--- config.mk ---
export PLATFORM = sky130hd
export DESIGN_NAME = can_lp_seq
export DESIGN_NICKNAME = d
export VERILOG_FILES = /design/src/rtl/can_lp_pkg.sv /design/src/rtl/can_lp_rxsync.sv /design/src/rtl/can_lp_regs.sv /design/src/rtl/can_lp_fsm.sv /design/src/rtl/can_lp_irq.sv /design/src/rtl/can_lp_seq.sv
export SDC_FILE = /design/constraint.sdc
export NUM_CORES = 1
export LEC_CHECK = 0
export BUFFER_PORTS_ARGS = -buffer_cell sky130_fd_sc_hd__buf_2
export CORE_UTILIZATION = 43
export CTS_BUF_LIST = sky130_fd_sc_hd__clkbuf_2
export DETAILED_ROUTE_END_ITERATION = 10
export MAX_ROUTING_LAYER = met4
export PLACE_DENSITY = 0.85
export SLEW_MARGIN = 25
export SYNTH_ARGS = -nofsm -noshare
export SYNTH_HDL_FRONTEND = slang
export SYNTH_SLANG_ARGS = --single-unit
--- constraint.sdc ---
create_clock -name clk -period 1.45 [get_ports clk]
set_input_delay 0 -clock clk [delete_from_list [all_inputs] [get_ports clk]]
set_output_delay 0 -clock clk [all_outputs]
set_load 0.02 [all_outputs]
--- src/rtl/can_lp_pkg.sv ---
package can_lp_pkg;

  typedef enum logic [1:0] {
    ST_RECOVER = 2'd0,
    ST_RUN     = 2'd1,
    ST_LOWPWR  = 2'd2
  } lp_state_t;

  localparam int unsigned F_SLEEP = 0;
  localparam int unsigned F_PDOWN = 1;
  localparam int unsigned F_CRST  = 2;
  localparam int unsigned F_SWINT = 3;
  localparam int unsigned F_STIE  = 4;
  localparam int unsigned F_ERIE  = 5;

  // Recessive run counter step: saturating count, cleared by a dominant bit.
  function automatic int unsigned next_run(input int unsigned cnt,
                                           input logic recessive,
                                           input int unsigned limit);
    if (!recessive) return 0;
    if (cnt >= limit) return limit;
    return cnt + 1;
  endfunction

  // Readback of a request bit: only visible once the state is entered.
  function automatic logic shown_req(input logic raw, input logic entered);
    return raw & entered;
  endfunction

  // Interrupt gating arithmetic.
  function automatic logic gate_irq(input logic gie, input logic local_en,
                                    input logic any_evt);
    return gie & local_en & any_evt;
  endfunction

endpackage

--- src/rtl/can_lp_rxsync.sv ---
module can_lp_rxsync #(
  parameter int unsigned STAGES = 2
) (
  input  logic clk,
  input  logic rst_n,
  input  logic rx_async,
  output logic rx_sync,
  output logic rx_fall
);
  logic [STAGES-1:0] chain_q;
  logic              prev_q;

  generate
    if (STAGES == 1) begin : g_one
      always_ff @(posedge clk or negedge rst_n) begin
        if (!rst_n) chain_q <= '1;
        else        chain_q <= rx_async;
      end
    end else begin : g_many
      always_ff @(posedge clk or negedge rst_n) begin
        if (!rst_n) chain_q <= '1;
        else        chain_q <= {chain_q[STAGES-2:0], rx_async};
      end
    end
  endgenerate

  always_ff @(posedge clk or negedge rst_n) begin
    if (!rst_n) prev_q <= 1'b1;
    else        prev_q <= chain_q[STAGES-1];
  end

  assign rx_sync = chain_q[STAGES-1];
  assign rx_fall = prev_q & ~rx_sync;

  // A falling edge is only reported after the line was seen recessive.
  assert_fall_edge_R4: assert property (@(posedge clk) disable iff (!rst_n)
    rx_fall |-> $past(rx_sync));
endmodule

--- src/rtl/can_lp_regs.sv ---
module can_lp_regs
  import can_lp_pkg::*;
#(
  parameter int unsigned REG_W = 8
) (
  input  logic             clk,
  input  logic             rst_n,
  input  logic             wr_en,
  input  logic [REG_W-1:0] wr_data,
  input  logic             hw_clr_sleep,
  output logic             sleep_q,
  output logic             pdown_q,
  output logic             crst_q,
  output logic             swint_q,
  output logic             stie_q,
  output logic             erie_q
);
  logic wr_kicks_sleep;
  assign wr_kicks_sleep = wr_data[F_CRST] | wr_data[F_SWINT];

  always_ff @(posedge clk or negedge rst_n) begin
    if (!rst_n) begin
      sleep_q <= 1'b0;
      pdown_q <= 1'b0;
      crst_q  <= 1'b1;
      swint_q <= 1'b1;
      stie_q  <= 1'b0;
      erie_q  <= 1'b0;
    end else if (wr_en) begin
      sleep_q <= wr_data[F_SLEEP] & ~wr_kicks_sleep;
      pdown_q <= wr_data[F_PDOWN];
      crst_q  <= wr_data[F_CRST];
      swint_q <= wr_data[F_SWINT];
      stie_q  <= wr_data[F_STIE];
      erie_q  <= wr_data[F_ERIE];
    end else if (hw_clr_sleep) begin
      sleep_q <= 1'b0;
    end
  end

  assert_kick_clears_sleep_R5: assert property (@(posedge clk) disable iff (!rst_n)
    (wr_en && wr_kicks_sleep) |=> !sleep_q);
endmodule

--- src/rtl/can_lp_fsm.sv ---
module can_lp_fsm
  import can_lp_pkg::*;
#(
  parameter int unsigned RUN_BITS = 11
) (
  input  logic      clk,
  input  logic      rst_n,
  input  logic      sleep_q,
  input  logic      pdown_q,
  input  logic      frame_active,
  input  logic      arb_lost,
  input  logic      err_event,
  input  logic      core_irq,
  input  logic      bit_tick,
  input  logic      rx_sync,
  input  logic      rx_fall,
  output lp_state_t state,
  output logic      abort_sleep,
  output logic      bus_wake
);
  localparam int unsigned CW = $clog2(RUN_BITS + 1);

  lp_state_t   state_q, state_d;
  logic [CW-1:0] cnt_q, cnt_d;
  logic        busy, want_lp, enter_lp, leave_lp;
  int unsigned run_nxt;

  assign busy        = frame_active | arb_lost;
  assign abort_sleep = (state_q == ST_RUN) & sleep_q & core_irq;
  assign want_lp     = (sleep_q & ~abort_sleep) | pdown_q;
  assign enter_lp    = (state_q == ST_RUN) & want_lp & (~busy | err_event);
  assign bus_wake    = (state_q == ST_LOWPWR) & rx_fall & ~pdown_q;
  assign leave_lp    = (state_q == ST_LOWPWR) & ~sleep_q & ~pdown_q;
  assign run_nxt     = next_run(32'(cnt_q), rx_sync, RUN_BITS);

  always_comb begin
    state_d = state_q;
    cnt_d   = cnt_q;
    unique case (state_q)
      ST_RUN: begin
        if (enter_lp) state_d = ST_LOWPWR;
      end
      ST_LOWPWR: begin
        if (leave_lp) begin
          state_d = ST_RECOVER;
          cnt_d   = '0;
        end
      end
      ST_RECOVER: begin
        if (bit_tick) begin
          if (run_nxt >= RUN_BITS) begin
            state_d = ST_RUN;
            cnt_d   = '0;
          end else begin
            cnt_d = CW'(run_nxt);
          end
        end
      end
      default: state_d = ST_RECOVER;
    endcase
  end

  always_ff @(posedge clk or negedge rst_n) begin
    if (!rst_n) begin
      state_q <= ST_RECOVER;
      cnt_q   <= '0;
    end else begin
      state_q <= state_d;
      cnt_q   <= cnt_d;
    end
  end

  assign state = state_q;

  assert_defer_busy_R2: assert property (@(posedge clk) disable iff (!rst_n)
    (state_q == ST_RUN && frame_active && !err_event) |=> state_q != ST_LOWPWR);
  assert_pdown_holds_R6: assert property (@(posedge clk) disable iff (!rst_n)
    (state_q == ST_LOWPWR && pdown_q) |=> state_q == ST_LOWPWR);
  assert_resume_on_tick_R7: assert property (@(posedge clk) disable iff (!rst_n)
    (state_q == ST_RUN && $past(state_q) == ST_RECOVER) |-> $past(bit_tick && rx_sync));
  assert_no_skip_recover_R7: assert property (@(posedge clk) disable iff (!rst_n)
    (state_q == ST_LOWPWR) |=> state_q != ST_RUN);
endmodule

--- src/rtl/can_lp_irq.sv ---
module can_lp_irq
  import can_lp_pkg::*;
(
  input  logic clk,
  input  logic rst_n,
  input  logic global_ie,
  input  logic erie_q,
  input  logic stie_q,
  input  logic evt_bus_status,
  input  logic evt_err_ec96,
  input  logic evt_err_code,
  input  logic evt_tx_done,
  input  logic evt_rx_done,
  input  logic wake_flag,
  output logic err_irq,
  output logic stat_irq
);
  logic err_any, stat_any;

  assign err_any  = evt_bus_status | evt_err_ec96;
  assign stat_any = evt_err_code | evt_tx_done | evt_rx_done | wake_flag;
  assign err_irq  = gate_irq(global_ie, erie_q, err_any);
  assign stat_irq = gate_irq(global_ie, stie_q, stat_any);

  assert_global_gate_R11: assert property (@(posedge clk) disable iff (!rst_n)
    !global_ie |-> !err_irq);
  assert_global_gate_R12: assert property (@(posedge clk) disable iff (!rst_n)
    !global_ie |-> !stat_irq);
endmodule

--- src/rtl/can_lp_seq.sv ---
module can_lp_seq
  import can_lp_pkg::*;
#(
  parameter int unsigned REG_W       = 8,
  parameter int unsigned RUN_BITS    = 11,
  parameter int unsigned SYNC_STAGES = 2
) (
  input  logic             clk,
  input  logic             rst_n,
  input  logic             wr_en,
  input  logic [REG_W-1:0] wr_data,
  output logic [REG_W-1:0] rd_data,
  input  logic             frame_active,
  input  logic             arb_lost,
  input  logic             err_event,
  input  logic             core_irq,
  input  logic             rx_line,
  input  logic             bit_tick,
  input  logic             global_ie,
  input  logic             evt_bus_status,
  input  logic             evt_err_ec96,
  input  logic             evt_err_code,
  input  logic             evt_tx_done,
  input  logic             evt_rx_done,
  output logic             core_run_en,
  output logic             wake_flag,
  output logic             resume_ready,
  output logic             err_irq,
  output logic             stat_irq
);
  logic      rx_sync, rx_fall;
  logic      sleep_q, pdown_q, crst_q, swint_q, stie_q, erie_q;
  logic      abort_sleep, bus_wake, entered;
  lp_state_t st;

  can_lp_rxsync #(.STAGES(SYNC_STAGES)) u_sync (
    .clk(clk), .rst_n(rst_n), .rx_async(rx_line),
    .rx_sync(rx_sync), .rx_fall(rx_fall)
  );

  can_lp_regs #(.REG_W(REG_W)) u_regs (
    .clk(clk), .rst_n(rst_n), .wr_en(wr_en), .wr_data(wr_data),
    .hw_clr_sleep(abort_sleep | bus_wake),
    .sleep_q(sleep_q), .pdown_q(pdown_q), .crst_q(crst_q),
    .swint_q(swint_q), .stie_q(stie_q), .erie_q(erie_q)
  );

  can_lp_fsm #(.RUN_BITS(RUN_BITS)) u_fsm (
    .clk(clk), .rst_n(rst_n), .sleep_q(sleep_q), .pdown_q(pdown_q),
    .frame_active(frame_active), .arb_lost(arb_lost), .err_event(err_event),
    .core_irq(core_irq), .bit_tick(bit_tick), .rx_sync(rx_sync),
    .rx_fall(rx_fall), .state(st), .abort_sleep(abort_sleep),
    .bus_wake(bus_wake)
  );

  can_lp_irq u_irq (
    .clk(clk), .rst_n(rst_n), .global_ie(global_ie), .erie_q(erie_q),
    .stie_q(stie_q), .evt_bus_status(evt_bus_status),
    .evt_err_ec96(evt_err_ec96), .evt_err_code(evt_err_code),
    .evt_tx_done(evt_tx_done), .evt_rx_done(evt_rx_done),
    .wake_flag(wake_flag), .err_irq(err_irq), .stat_irq(stat_irq)
  );

  assign entered      = (st == ST_LOWPWR);
  assign wake_flag    = entered;
  assign core_run_en  = ~entered;
  assign resume_ready = (st == ST_RUN);

  always_comb begin
    rd_data          = '0;
    rd_data[F_SLEEP] = shown_req(sleep_q, entered);
    rd_data[F_PDOWN] = shown_req(pdown_q, entered);
    rd_data[F_CRST]  = crst_q;
    rd_data[F_SWINT] = swint_q;
    rd_data[F_STIE]  = stie_q;
    rd_data[F_ERIE]  = erie_q;
  end

  assert_read_mask_R9: assert property (@(posedge clk) disable iff (!rst_n)
    !wake_flag |-> (rd_data[F_SLEEP] == 1'b0 && rd_data[F_PDOWN] == 1'b0));
  assert_abort_clears_R8: assert property (@(posedge clk) disable iff (!rst_n)
    (abort_sleep && !wr_en) |=> !sleep_q);
  assert_gate_inverse_R10: assert property (@(posedge clk) disable iff (!rst_n)
    wake_flag != core_run_en);
  assert_bus_wake_R4: assert property (@(posedge clk) disable iff (!rst_n)
    (bus_wake && !wr_en) |=> !sleep_q);
endmodule

### After elaboration in Yosys (flattened, before gate mapping)

Cells that the tools add are included.

| storage, ports and cells | value |
|---|---|
| register bits | 15 |
| input bits | 23 |
| output and inout bits | 13 |

| operators by class | value |
|---|---|
| add/sub/neg operators | 1 |
| order comparisons | 2 |
| eq/ne operators | 6 |
| muxes and demuxes | 16 |
| bitwise logic cells | 33 |
| reductions and logical operators | 5 |

Operators with widths:

| operator | count |
|---|---|
| two-way mux 32 bit | 2 |
| >= comparator 32 x 4 -> 1 bit (second input constant) | 1 |
| bitwise AND 1 bit | 17 |
| two-way mux 4 bit | 4 |
| bitwise OR 1 bit | 9 |
| two-way mux 2 bit | 4 |
| one-hot mux 4 bit (2 select lines) | 1 |
| inverter 1 bit | 7 |
| != test 2 x 1 -> 1 bit (second input constant) | 3 |
| one-hot mux 2 bit (3 select lines) | 1 |
| adder 4 x 1 -> 5 bit (second input constant) | 1 |
| >= comparator 4 bit (second input constant) | 1 |
| two-way mux 1 bit | 4 |
| AND reduction 4 bit | 1 |
| nonzero test 2 bit | 2 |
| AND reduction 3 bit | 1 |
| == test 2 x 1 -> 1 bit (second input constant) | 1 |
| == test 2 bit (second input constant) | 1 |
| zero test 2 bit | 1 |
| != test 2 bit (second input constant) | 1 |

### Depth between registers and ports, before layout

| depth | value |
|---|---|
| depth in word-level cells | 10 |
| mapped depth | 5 |

### Cells and area by module

Synthesis repeated with hierarchy kept, for this count alone.

| second synthesis, totals | value |
|---|---|
| cells, all modules | 79 |
| area, all modules | 873.3 um^2 |

Modules (own cells, without submodules):

| module | times used | cells an instance | area each (um^2) | sequential area each (um^2) |
|---|---|---|---|---|
| can_lp_fsm | 1 | 43 | 390.4 | 150.1 |
| can_lp_regs | 1 | 15 | 264.0 | 152.6 |
| can_lp_seq | 1 | 13 | 96.3 | 0.0 |
| can_lp_rxsync | 1 | 4 | 92.6 | 78.8 |
| can_lp_irq | 1 | 4 | 30.0 | 0.0 |

### Worst setup path after synthesis

Ideal clock, no wire load.

| path | value |
|---|---|
| path kind | flip-flop to flip-flop |
| from | reg u_fsm.cnt_q[0] |
| to | reg u_fsm.cnt_q[0] |
| library setup time | 0.121 ns |
| arrival time | 1.231 ns |
| required time | 1.329 ns |
| path slack | 0.098 ns |
| cell stages (with the launch flop) | 6 |
| period minus slack after synthesis | 1.352 ns |
| cells stage by stage | dfrtp_1 > ha_1 > and3b_1 > o22ai_2 > a21oi_1 > a22o_1 |

| on the way | value |
|---|---|
| cells in the longest elaborated chain, start to end | 9 |
| elaborated cells between the ends (all ways) | 11 |
| classes of those cells | 1 x add/sub; 2 x order compare; 8 x mux |

Ends and longest elaborated chain:

| what | RTL line | source |
|---|---|---|
| start: declaration | can_lp_fsm.sv:24 | `logic [CW-1:0] cnt_q, cnt_d;` |
| start signal: assignment | can_lp_fsm.sv:69 | `cnt_q <= cnt_d;` |
| >= comparator 4 bit | can_lp_pkg.sv:21 | `if (cnt >= limit) return limit;` |
| two-way mux 1 bit (2 in series) | can_lp_pkg.sv:21 |  |
| two-way mux 32 bit (*) | can_lp_pkg.sv:22 | `return cnt + 1;` |
| two-way mux 32 bit (*) | can_lp_pkg.sv:21 |  |
| >= comparator 32 x 4 -> 1 bit | can_lp_fsm.sv:51 | `if (run_nxt >= RUN_BITS) begin` |
| two-way mux 4 bit (*) | can_lp_fsm.sv:51 |  |
| two-way mux 4 bit (*) | can_lp_fsm.sv:50 | `if (bit_tick) begin` |
| one-hot mux 4 bit (2 select lines) (*) | can_lp_fsm.sv:39 | `unique case (state_q)` |

Mark *: on every way between the ends. The rest lies on a longest branch, timed or not. The select of a mux whose other input is x is not followed.
A chain may end at the register's enable or synchronous reset.

### Worst setup path after layout

| path | value |
|---|---|
| from | reg u_fsm.cnt_q[1] |
| to | reg u_fsm.cnt_q[0] |

The elaborated chain is that of the path after synthesis.

==> impl_metrics.py <==
metrics = {
    "drt": {
        "vias_per_cell": 5.02,
        "first_iter_violations": 16,
        "route.detailed.drc": 0,
        "vias": 703,
        "wl_um": 1670,
        "wl_per_cell_um": 11.9,
        "first_pass_iters": 4,
        "detail-route-antenna-nets": 0,
    },
    "worst_setup_path": {
        "cp_max_fo": 3,
        "crit_type": "register to register",
        "r2r_setup_slack_ns": 0.08,
        "crit_arrival_ns": 1.54,
        "rr_worst_depth": 5,
        "end_kind": "register",
        "cp.required_ns": 1.62,
        "cp-start-kind": "register",
    },
    "sta": {
        "hold_violations": 0,
        "max_freq_mhz": 732,
        "period_needed_ns": 1.37,
        "timing.final.crit_share_pct": 94.3,
        "setup_total_negative_slack_ns": 0,
        "skew_ns": 0.000809,
        "setup_viol": 0,
        "drv_slew": 0,
        "rsz0062_at_grt": "no",
        "worst_slack_ns": 0.0831,
    },
    "cts": {
        "clk_path_buf_depth": 2,
        "clkSinkCount": 15,
        "path_clk_slew_ns": 0.14,
        "cts_inserted_buffers": 3,
        "clock_latency_ns": 0.27,
        "htreeDepth": 1,
        "tritoncts": "built",
        "cts-root-buf": "clkbuf_2",
    },
    "power_and_ir_drop": {
        "leakage_nw": 0.531,
        "p_per_area_nw_per_um2": 838,
        "ir_drop_mv": 0.466,
    },
    "final_layout": {
        "multi_input_area_um2": 353,
        "diodes": 0,
        "layout-drive-gt1-share_pct": 46.1,
        "regArea_um2": 382,
        "num-nets-final": 140,
        "fillerInstances": 146,
        "final_area_um2": 1040,
        "syn_to_final_growth_pct": 32.1,
    },
    "logic_synthesis": {
        "yosys-top-cells-area": "dfrtp_1 32%, dfstp_2 17%, mux2_2 7.1%, buf_4 5.7%, nand2_1 4.3%",
        "syn_area_um2": 791,
        "async_reset_ff_share_pct": 100,
        "synth_cells": 77,
        "yosysTopAreaCell": "dfrtp_1",
        "synth_ff_type": "dfrtp_1",
        "ys_ff_latch": 15,
        "yosysSeqAreaShare_pct": 48.3,
        "yosys_warnings": 0,
        "yosysUniqueCellTypes": 32,
        "syn_avg_cell_area_um2": 10.3,
        "synth_top_cell_area_share_pct": 31.6,
        "synth-edff-count": 0,
    },
    "floorplanning": {
        "ios": 36,
        "start_util_pct": 45.8,
        "chipWidth_um": 44.9,
        "rows": 15,
        "die_area_um2": 2010,
        "design.core.area_um2": 1730,
        "die_y_um": 44.9,
    },
    "flow_run": {
        "cap_violations": 0,
    },
    "global_route": {
        "grt_pass1_vias": 636,
        "grt_use_total_pct": 18.4,
        "antenna_found_initial": 0,
        "grt_first_pass_wirelength_um": 2600,
        "grt_max_degree": 16,
        "grt_overflow": 0,
    },
    "place": {
        "placed_cell_area_um2": 938,
        "port_buffers": 31,
        "place_hpwl_um": 1200,
        "preCtsSetupSlack_ns": 0.0652,
        "gp_congestion": 0.716,
    },
    "min_path": {
        "hold_depth": 4,
        "hold_path.class": "input pin to register",
    },
    "status": {
        "status": "completed",
    },
}
==> sequential cells by signal, summed over array words and instances (netlist names) <==
signal and cells:
u_regs.erie_q 1, u_regs.swint_q 1, u_sync.prev_q 1, u_fsm.cnt_q 4, u_regs.crst_q 1, u_sync.chain_q 2, u_fsm.state 2, u_regs.stie_q 1
u_regs.pdown_q 1, u_regs.sleep_q 1
==> cell families (layout without fill, tap and decap cells) <==
kind of cell	count (synthesis)	count (layout)	synth area share, %
adder cells (fa/ha/maj)	1	1	1.58
multiplexers	5	5	7.12
flip-flops	15	15	48.3
AND/OR/NAND/NOR	27	27	19.0
other	1	2	0.474
AO/OA/AOI/OAI	16	16	14.9
buffers and inverters	12	49	8.70
==> layout make-up <==
type	instances	share of cell area, %
clock buffers	4	1.92
inverters	5	1.80
multi-input cells	51	33.8
flip-flops and latches	15	36.5
repair buffers	40	23.0
well taps	25	2.99
==> final timing paths <==
check	from	endpoint
setup reg to reg	u_fsm.cnt_q[1]	u_fsm.cnt_q[0]
min in group asynchronous	rst_n	u_regs.erie_q
hold reg to reg	u_sync.chain_q[0]	u_sync.chain_q[1]
max in group asynchronous	rst_n	u_sync.chain_q[0]
hold / removal	err_event	u_fsm.state[0]
setup / recovery	u_fsm.cnt_q[1]	u_fsm.cnt_q[0]
==> critical path: stages, from the launching register on <==
cell and delay [ns]:
dfrtp_1 0.42, ha_2 0.31, inv_1 0.05, o22ai_2 0.17
a21oi_1 0.11, a22o_1 0.21
==> stage by stage <==
step | hold slack, ns | cells | utilization, % | total power [W]
6_report | 0.0446 | 140 | 60.5 | 0.000875
2_1_floorplan | -0.296 | 78 | - | 0.000608
3_3_place_gp | -0.0883 | 128 | 54.3 | 0.000651
3_5_place_dp | -0.0858 | 128 | 54.3 | 0.000660
4_1_cts | 0.0356 | 139 | 59.6 | 0.000873
5_1_grt | 0.0286 | 140 | 60.5 | 0.000934
==> power breakdown <==
| part | total (W) | internal (W) | switching [W] | leakage [nW] |
|---|---|---|---|---|
| sequential | 0.000478 | 0.000455 | 0.0000229 | 0.183 |
| clock | 0.000198 | 0.0000732 | 0.000124 | 0.0166 |
| combinational | 0.000199 | 0.0000994 | 0.000100 | 0.331 |
==> cells in the mapped netlist, types with 2 or more instances <==
library cell   n
dfrtp_1       10
nand2_1        9
buf_4          6
dfstp_2        5
mux2_2         5
inv_2          3
nor2_1         3
nor2b_1        3
o21ai_0        3
a21oi_1        2
a22o_1         2
and2_1         2
inv_1          2
nand2b_1       2
nor4b_1        2
o21ai_1        2
==> cell usage in the layout (no fill, tap or decap), types with 2 or more instances in the layout <==
master	instances
clkbuf_2	4
and2_1	2
nor2_1	3
dfrtp_1	10
nand2_1	9
dlygate4sd3_1	7
nand2b_1	2
conb_1	2
mux2_2	5
dfstp_2	5
a21oi_1	2
o21ai_0	3
buf_2	31
nor2b_1	3
inv_2	3
o21ai_1	2
a22o_1	2
buf_4	2
inv_1	2
==> layer usage <==
| metal | global-route usage [%] | wire, µm |
|---|---|---|
| met2 | 31.8 | 900 |
| met1 | 21.5 | 701 |
| met4 | 6.67 | 8 |
| met5 | - | 0 |
| met3 | 3.20 | 56 |
==> what timing repair did <==
action / 4_1_cts / 5_1_grt
endpoints found under the hold margin: 21 / 0
hold buffers: 7 / 0
resized for setup: 0 / 2
buffers inserted: 0 / 1
endpoints found under the setup margin: 0 / 4
No activity file was read; power rests on OpenSTA's default activity.
